==> config.mk <==
export PLATFORM = sky130hd
export DESIGN_NAME = keylock_param_mem
export DESIGN_NICKNAME = d
export VERILOG_FILES = /design/src/rtl/kpm_pkg.sv /design/src/rtl/kpm_keylock.sv /design/src/rtl/kpm_stage_pipe.sv /design/src/rtl/kpm_store.sv /design/src/rtl/keylock_param_mem.sv
export SDC_FILE = /design/constraint.sdc
export NUM_CORES = 2
export LEC_CHECK = 0
export CAP_MARGIN = 20
export CORE_MARGIN = 3
export CORE_UTILIZATION = 40
export CTS_CLUSTER_SIZE = 10
export DETAILED_ROUTE_END_ITERATION = 10
export DONT_BUFFER_PORTS = 1
export GPL_ROUTABILITY_DRIVEN = 1
export HOLD_SLACK_MARGIN = 0.1
export PLACE_DENSITY_LB_ADDON = 0.08
export REMOVE_ABC_BUFFERS = 1
export SLEW_MARGIN = 20
export SYNTH_ARGS = -nofsm -noshare
export SYNTH_HDL_FRONTEND = slang
export SYNTH_SLANG_ARGS = --single-unit
==> constraint.sdc <==
create_clock -name clk -period 13.7 [get_ports clk]
set_clock_uncertainty 0.2 [all_clocks]
set_input_delay 2.74 -clock clk [delete_from_list [all_inputs] [get_ports clk]]
set_output_delay 2.74 -clock clk [all_outputs]
set_load 0.05 [all_outputs]
==> src/rtl/kpm_pkg.sv <==
// Package: shared widths and the pending-write record used by the
// staging pipeline and the storage array.
// Assumes: the window holds at most 64 words (6-bit index).
package kpm_pkg;
    localparam int DATA_W = 28;
    localparam int ADDR_W = 16;
    localparam int IDX_W  = 6;

    // One staged write: a valid flag, the word index and the data.
    typedef struct packed {
        logic              vld;
        logic [IDX_W-1:0]  idx;
        logic [DATA_W-1:0] data;
    } pend_t;
endpackage

==> src/rtl/kpm_keylock.sv <==
// Module: two-write unlock detector and protection latch.
// The first write must carry KEY_VAL at KEY_ADDR. The write right after it,
// if it targets LOCK_ADDR with ON_VAL or OFF_VAL, sets or clears the latch.
// Any other write disarms the detector.
// Assumes: wr_en is a single-cycle strobe, and addr/data are valid while it is high.
module kpm_keylock
    import kpm_pkg::*;
#(
    parameter logic [ADDR_W-1:0] KEY_ADDR  = 16'hE7FE,
    parameter logic [ADDR_W-1:0] LOCK_ADDR = 16'hE7E3,
    parameter logic [7:0]        KEY_VAL   = 8'hAD,
    parameter logic [7:0]        ON_VAL    = 8'h80,
    parameter logic [7:0]        OFF_VAL   = 8'h00
) (
    input  logic              clk,
    input  logic              rst_n,
    input  logic              wr_en,
    input  logic [ADDR_W-1:0] addr,
    input  logic [DATA_W-1:0] data,
    output logic              prot_o
);
    localparam logic [DATA_W-1:0] KEY_WORD = DATA_W'(KEY_VAL);
    localparam logic [DATA_W-1:0] ON_WORD  = DATA_W'(ON_VAL);
    localparam logic [DATA_W-1:0] OFF_WORD = DATA_W'(OFF_VAL);

    logic armed_q, prot_q;
    logic key_hit, lock_hit;

    // Decode whether the current write is a key write or a control write.
    always_comb begin
        key_hit  = (addr == KEY_ADDR) && (data == KEY_WORD);
        lock_hit = (addr == LOCK_ADDR);
    end

    // Track the armed state and update the latch on an armed control write.
    always_ff @(posedge clk) begin
        if (!rst_n) begin
            armed_q <= 1'b0;
            prot_q  <= 1'b0;
        end else if (wr_en) begin
            armed_q <= key_hit;
            if (armed_q && lock_hit) begin
                if (data == ON_WORD)       prot_q <= 1'b1;
                else if (data == OFF_WORD) prot_q <= 1'b0;
            end
        end
    end

    assign prot_o = prot_q;

    // the detector arms only on a write that carries the key
    a_r2_arm_on_key: assert property (@(posedge clk) disable iff (!rst_n)
        $rose(armed_q) |-> $past(wr_en && key_hit));

    // the latch moves only on an armed control write
    a_r6_latch_keyed: assert property (@(posedge clk) disable iff (!rst_n)
        (prot_q != $past(prot_q)) |-> $past(armed_q && wr_en && lock_hit));
endmodule

==> src/rtl/kpm_stage_pipe.sv <==
// Module: write staging pipeline with PIPE_STAGES stages.
// Each advance shifts the entries one stage along. The oldest entry is
// offered for commit on that same advance, if it is valid.
// Assumes: adv_i is high for at most one cycle per bus write.
module kpm_stage_pipe
    import kpm_pkg::*;
#(
    parameter int PIPE_STAGES = 2
) (
    input  logic  clk,
    input  logic  rst_n,
    input  logic  adv_i,
    input  pend_t ent_i,
    output logic  commit_o,
    output pend_t commit_ent_o
);
    pend_t stg_q [PIPE_STAGES];

    // Stage 0 loads the incoming write record on each advance.
    always_ff @(posedge clk) begin
        if (!rst_n)     stg_q[0] <= '0;
        else if (adv_i) stg_q[0] <= ent_i;
    end

    // Later stages copy the stage before them on each advance.
    for (genvar g = 1; g < PIPE_STAGES; g++) begin : g_stage
        always_ff @(posedge clk) begin
            if (!rst_n)     stg_q[g] <= '0;
            else if (adv_i) stg_q[g] <= stg_q[g-1];
        end
    end

    // Offer the oldest entry for commit.
    always_comb begin
        commit_ent_o = stg_q[PIPE_STAGES-1];
        commit_o     = adv_i && stg_q[PIPE_STAGES-1].vld;
    end

    // without an advance the oldest entry holds still
    a_r5_hold_without_adv: assert property (@(posedge clk) disable iff (!rst_n)
        !adv_i |=> $stable(stg_q[PIPE_STAGES-1]));

    // a commit happens only on an advancing write
    a_r7_commit_on_adv: assert property (@(posedge clk) disable iff (!rst_n)
        commit_o |-> adv_i);
endmodule

==> src/rtl/kpm_store.sv <==
// Module: storage array of WORDS parameter words, cleared on reset.
// It has one write port from the pipeline commit and one combinational read port.
// Assumes: write indices are always below WORDS.
module kpm_store
    import kpm_pkg::*;
#(
    parameter int WORDS = 63
) (
    input  logic              clk,
    input  logic              rst_n,
    input  logic              we_i,
    input  logic [IDX_W-1:0]  wr_idx_i,
    input  logic [DATA_W-1:0] wr_data_i,
    input  logic [IDX_W-1:0]  rd_idx_i,
    output logic [DATA_W-1:0] rd_word_o
);
    logic [DATA_W-1:0] mem_q [WORDS];

    // Clear every word on reset, otherwise write the committed word.
    always_ff @(posedge clk) begin
        if (!rst_n) begin
            for (int i = 0; i < WORDS; i++) mem_q[i] <= '0;
        end else if (we_i) begin
            mem_q[wr_idx_i] <= wr_data_i;
        end
    end

    // Return the addressed word, or zero for an index past the end.
    always_comb begin
        rd_word_o = '0;
        if (int'(rd_idx_i) < WORDS) rd_word_o = mem_q[rd_idx_i];
    end

    // commits always target a word inside the window
    a_r7_commit_in_range: assert property (@(posedge clk) disable iff (!rst_n)
        we_i |-> (int'(wr_idx_i) < WORDS));
endmodule

==> src/rtl/keylock_param_mem.sv <==
// Module: top of the key-locked parameter memory.
// It decodes the window and the control address, drops window writes while
// the latch is set, stages accepted writes and serves registered reads.
// Assumes: wr_en and rd_en are never high together.
module keylock_param_mem
    import kpm_pkg::*;
#(
    parameter logic [ADDR_W-1:0] WIN_BASE    = 16'h4380,
    parameter int                WIN_WORDS   = 63,
    parameter int                PIPE_STAGES = 2,
    parameter logic [ADDR_W-1:0] KEY_ADDR    = 16'hE7FE,
    parameter logic [ADDR_W-1:0] LOCK_ADDR   = 16'hE7E3,
    parameter logic [7:0]        KEY_VAL     = 8'hAD,
    parameter logic [7:0]        ON_VAL      = 8'h80,
    parameter logic [7:0]        OFF_VAL     = 8'h00
) (
    input  logic              clk,
    input  logic              rst_n,
    input  logic              wr_en,
    input  logic              rd_en,
    input  logic [15:0]       addr,
    input  logic [27:0]       wr_data,
    output logic [27:0]       rd_data
);
    localparam logic [ADDR_W-1:0] WIN_LAST = WIN_BASE + ADDR_W'(WIN_WORDS - 1);

    logic              prot;
    logic              win_hit;
    logic [IDX_W-1:0]  idx;
    logic              adv;
    pend_t             ent;
    logic              commit;
    pend_t             commit_ent;
    logic [DATA_W-1:0] store_word;
    logic [DATA_W-1:0] rd_q;

    // Decode the window, and decide whether a write is accepted.
    always_comb begin
        win_hit  = (addr >= WIN_BASE) && (addr <= WIN_LAST);
        idx      = IDX_W'(addr - WIN_BASE);
        adv      = wr_en && !(win_hit && prot);
        ent.vld  = win_hit;
        ent.idx  = idx;
        ent.data = wr_data;
    end

    kpm_keylock #(
        .KEY_ADDR(KEY_ADDR), .LOCK_ADDR(LOCK_ADDR),
        .KEY_VAL(KEY_VAL), .ON_VAL(ON_VAL), .OFF_VAL(OFF_VAL)
    ) u_lock (
        .clk(clk), .rst_n(rst_n), .wr_en(wr_en),
        .addr(addr), .data(wr_data), .prot_o(prot)
    );

    kpm_stage_pipe #(.PIPE_STAGES(PIPE_STAGES)) u_pipe (
        .clk(clk), .rst_n(rst_n), .adv_i(adv), .ent_i(ent),
        .commit_o(commit), .commit_ent_o(commit_ent)
    );

    kpm_store #(.WORDS(WIN_WORDS)) u_store (
        .clk(clk), .rst_n(rst_n), .we_i(commit),
        .wr_idx_i(commit_ent.idx), .wr_data_i(commit_ent.data),
        .rd_idx_i(idx), .rd_word_o(store_word)
    );

    // Register the read result: window word, latch state, or zero.
    always_ff @(posedge clk) begin
        if (!rst_n) begin
            rd_q <= '0;
        end else if (rd_en) begin
            if (win_hit)                rd_q <= store_word;
            else if (addr == LOCK_ADDR) rd_q <= DATA_W'(prot ? ON_VAL : OFF_VAL);
            else                        rd_q <= '0;
        end
    end

    assign rd_data = rd_q;

    // a window write under protection never produces a commit
    a_r5_no_commit_when_locked: assert property (@(posedge clk) disable iff (!rst_n)
        (wr_en && win_hit && prot) |-> !commit);

    // the read data changes only after a read strobe
    a_r9_read_stable: assert property (@(posedge clk) disable iff (!rst_n)
        !rd_en |=> $stable(rd_data));
endmodule

# --- Yosys cells after proc, flatten, opt, wreduce, memory -nomap -nowiden ---
# Memory sizes are Yosys's and may differ from the RTL's.
# Index checks and enable logic that the tools add are counted.
classes:
  div_mod_pow: 0
  order_cmp: 3
  multipliers: 0
  n_eq_ne: 4
  n_mux: 18
  n_reduce_logical: 11
  addsub: 1
  n_shift: 0
  bitwise_logic: 2
ops:
  columns: ["cell", "n"]
  rows:
  - ["$mux W28", 3]
  - ["$mux W35", 2]
  - ["$eq A28 B8 Y1 const B", 2]
  - ["$eq A16 B16 Y1 const B", 2]
  - ["$logic_not A28 Y1", 1]
  - ["$reduce_or A28 Y1", 1]
  - ["$ge A16 B15 Y1 const B", 1]
  - ["$le A16 B15 Y1 const B", 1]
  - ["$mux W8", 2]
  - ["$mux W1", 10]
  - ["$logic_and A1 B1 Y1", 6]
  - ["$lt A6 B6 Y1 const B", 1]
  - ["$mux W6", 1]
  - ["$sub A6 B1 Y6 const B", 1]
  - ["$reduce_and A3 Y1", 1]
  - ["$or A1 B1 Y1", 2]
  - ["$reduce_bool A2 Y1", 1]
  - ["$logic_not A1 Y1", 1]
word_totals:
  elab_cells: 44
  register_bits: 30
  out_inout_bits: 28
  ramBits: 1834
  n_memories: 2
  latch_bits: 0
  rom_bits: 0
memory_table:
  columns: ["memory", "depth", "word_bits", "read_ports", "rd_ports_with_merged_regs", "wr", "line", "text"]
  rows:
  - ["u_store.mem_q", 63, 28, 1, 0, 63, "kpm_store.sv:17", "logic [DATA_W-1:0] mem_q [WORDS];"]
  - ["u_pipe.stg_q", 2, 35, 2, 0, 2, "kpm_stage_pipe.sv:17", "pend_t stg_q [PIPE_STAGES];"]

# --- Longest topological paths before layout ---
logic_depth:
  depth_word: 11
  depth_mapped: 12
  mapped_depth_nobuf: 6

# --- Hierarchy ---
# A second synthesis with hierarchy kept.
unflattened:
  hier_cells: 5555
  area_unflattened_um2: 85404.4
modules_own_cells:
  columns: ["module", "seq_area_each_um2", "n_inst", "area_per_inst_um2", "cells_per_inst"]
  rows:
  - ["kpm_store", 53811.6, 1, 81475.6, 5293]
  - ["kpm_stage_pipe", 2102.0, 1, 2711.4, 156]
  - ["keylock_param_mem", 560.5, 1, 996.0, 76]
  - ["kpm_keylock", 40.0, 1, 221.5, 30]

# --- Worst setup path before layout ---
# No wires, ideal clock.
synth_timing:
  path_kind: "input to register"
  start: "input port addr[2]"
  end: "memory u_store.mem_q[12][0], enable pin"
  t_arrival_ns: 6.320
  cell_stages: 8
  setup_ns: 0.452
  required_time_ns: 13.048
  slack_ns: 6.728
  cell_sequence: "buf_4 nand3_4 or2_1 a31o_2 or4b_1 buf_6 buf_6 o21ai_0"
synth_lines:
  columns: ["element", "line", "text"]
  rows:
  - ["start, declared", "keylock_param_mem.sv:21", "input logic [15:0] addr,"]
  - ["end, declared", "kpm_store.sv:17", null]

==> flow_summary.toml <==
[run_status]
outcome = "finished with violations"
violations = "max-slew violations"

[sta]
drv_slew = 121
max_slew_margin_pct = -26.4
finalCritPeriodShare_pct = 53.8
fmax_ghz = 0.136
worstMarginPinSlew_ns = 1.90
min_period_ns = 7.37
rsz0062_at_grt = "false"
tns_ns = 0
finalHoldViolations = 0
setup_violations = 0

[logic_synthesis]
synth-seq-cells = 1892
ys_warn_count = 0
synth_ff_type = "edfxtp_1"
yosys-top-cells-area = "edfxtp_1, and2_1, mux4_2"
synthArstFlopShare_pct = 0
yosysSeqAreaShare_pct = 66.8
avgSynthCellArea_um2 = 15.8
yosys.cell_types.count = 60
syn_inst = 5350
netlist.area_leader.share_pct = 66.0
synth_top_cell_by_area = "edfxtp_1"
synth_area_um2 = 84700
synth_edf_count = 1862

[power]
p_leak_nw = 32.9
vdd_drop_max_v = 0.000143
power.density_nw_per_um2 = 134

[global_route]
grt_pass1_wl_um = 372000
grt_antenna_before_repair = 32
grtUsageTotal_pct = 24.4
grt_start_max_net_pins = 424
grt_pass1_vias = 45900
overflow = 0

[detailed_routing]
detail-route-antenna-nets = 0
drt-total-wl_um = 265000
wl_per_cell_um = 32.4
dr_total_vias = 45300
via_per_inst = 5.54
first_pass_iters = 6
first_iter_violations = 5356
drcViolationCount = 0

[critical_path]
rr_worst_depth = 4
r2r_start = "u_lock.prot_o"
criticalPathCategory = "input port to register"
startpoint = "addr[0]"
timing.rr.end = "u_store.mem_q[63][8]"
r2r_slack_ns = 9.99
cpMaxStageDelayCell = "nor2_4"
start_kind = "input port"
cp_data_arrival_time_ns = 7.64
crit_path_cell_trace = "buf_16 -> buf_16 -> buf_16 -> nand3_1 -> or2_1 -> a31oi_4 -> buf_4 -> nand4_4 -> nor2_4"
required_ns = 13.96
cpLargestDelayFamily = "simple AND/OR/NAND/NOR gates"
crit_cells = 9
cp_max_fo = 109
cp-end-kind = "register"
crit_buf_inv = 4
worst_path_most_repeated_cell = "buf_16"
slowest_delay_ns = 1.14

[cells_and_area]
nets = 5270
final.fill_count = 18100
final_util_pct = 45.1
design_area_um2 = 94700
layout.area.seq_um2 = 56500
drive_gt1_share_pct = 18.5
multi_input_area_um2 = 27100
syn_to_final_growth_pct = 11.9

[min_path]
hold_depth = 1
hp-class = "register to register"
min-delay-start = "u_pipe.stg_q[0][25]"
hold_end = "u_pipe.stg_q[1][25]"

[floorplanning]
die_x_um = 466
core-area_um2 = 210000
num_rows = 168
die_area_um2 = 217000
die_h_um = 466
io_pins = 76
start_util_pct = 40.3

[clocking]
cts_tree = "done"
path_clk_slew_ns = 0.06
cts_buffer_depth = 3
htree_levels = 4
numCtsBuffers = 214
cts-root-buf = "clkbuf_16"
clock-sinks = 1892
cts.repair.resized = 0
hold_buffers = 0
post_cts_buffers = 0
insertion_delay_ns = 0.87

[place]
dp_hpwl_um = 150000
placement.io_buffers = 0
place_congestion = 0.793
postPlaceCellArea_um2 = 88500

[flow_run]
maxCapViolCount = 0
==> Yosys cell counts (4+ instances only) <==
library cell  number
nor2_2            10
o221ai_1          15
nor4_1            11
nand2_1           75
mux4_2           452
nor3_1            13
inv_1              7
nor2b_1           14
nand3_1           57
dfxtp_1           30
and2_1          1832
nor2_4             6
nor2_1            62
edfxtp_1        1862
clkbuf_1         379
a222oi_1           5
buf_1             17
mux2i_1           95
nand3b_1           6
a22oi_1           65
nand4_1            7
a22o_1             7
buf_6              8
buf_4             17
nand2b_1           8
a31oi_1            4
a211oi_1          23
a211o_1            4
o22ai_1           28
buf_2             69
mux2_2             8
or3_1              4
o21ai_0           77
a21oi_1           28
==> placed cells by master (no fill, tap or decap), drive strengths merged, types with 4 or more instances in the layout <==
cell and instances:
dfxtp 30, clkinv 17, a222oi 5, nor4 11, nand3b 6, inv 11, edfxtp 1862, nor3 13
mux2i 95, a211o 4, nor2 80, mux2 8, clkbuf 319, nand4 8, mux4 452, buf 147
nand3 58, diode 16, nand2b 8, a22oi 65, o22ai 28, or2 4, a22o 7, a31oi 4
or3 4, nand2 75, a21oi 28, and2 1833, a211oi 23, o21ai 77, nor2b 14, o221ai 15
==> metrics by stage <==
stage | hold slack [ns] | std cells | total power [mW] | setup slack (ns)
after floorplan | 0.253 | 4859 | 7.14 | 4.53
after global routing | 0.330 | 8154 | 13.1 | 5.91
after detailed placement | 0.296 | 7807 | 7.61 | 5.44
after CTS | 0.311 | 8148 | 12.8 | 6.35
final | 0.315 | 8168 | 12.7 | 6.33
after global placement | 0.274 | 7794 | 7.54 | 6.25
==> area by class of cell <==
type,count,share of cell area [%]
Antenna cell,16,0.0423
Clock buffer,319,6.22
Clock inverter,22,0.205
Inverter,7,0.0277
Multi-Input combinational cell,2960,28.7
Sequential cell,1892,59.7
Tap cell,2805,3.70
Timing Repair Buffer,147,1.49
==> worst reg2reg max path: stages, from the launching register on <==
cell and delay (ns):
dfxtp_1 0.38, a31oi_4 0.15, buf_4 0.54, nand4_4 0.85
nor2_4 1.15
==> kinds of logic after synthesis <==
kind of cell	count (synthesis)	share of synthesized area, %
simple gates	2126	15.3
mux	555	13.3
flops	1892	66.8
buf+inv	498	2.46
compound gates	279	2.20
==> flip-flops by register name, indices dropped and copies added, names as in the netlist <==
register and flops:
rd_data 28, u_lock.prot_o 1, u_lock.armed_q 1, u_store.mem_q 1792, u_pipe.stg_q 70
==> report_power, final <==
group	internal (mW)	leakage, nW	switching [mW]
combinational	0.287	10.9	0.561
clock	2.94	2.93	2.28
sequential	6.56	19.1	0.0649
==> routing by layer <==
layer / vias up / track usage [%] / share of wire, %
li1: 19600 / - / -
met1: 23900 / 34.0 / 42
met2: 1532 / 39.3 / 48
met3: 331 / 4.42 / 6.8
met4: 0 / 6.78 / 2.8
met5: - / 0 / 0
==> worst max path at each step <==
stage / endpoint / slack (ns)
after global routing: u_store.mem_q[48][3] / 5.91
after floorplan: u_store.mem_q[30][0] / 4.53
after global placement: u_store.mem_q[23][18] / 6.25
after detailed placement: u_store.mem_q[31][24] / 5.44
final: u_store.mem_q[63][8] / 6.33
after CTS: u_store.mem_q[31][15] / 6.35
(Power assumes the default switching activity.)
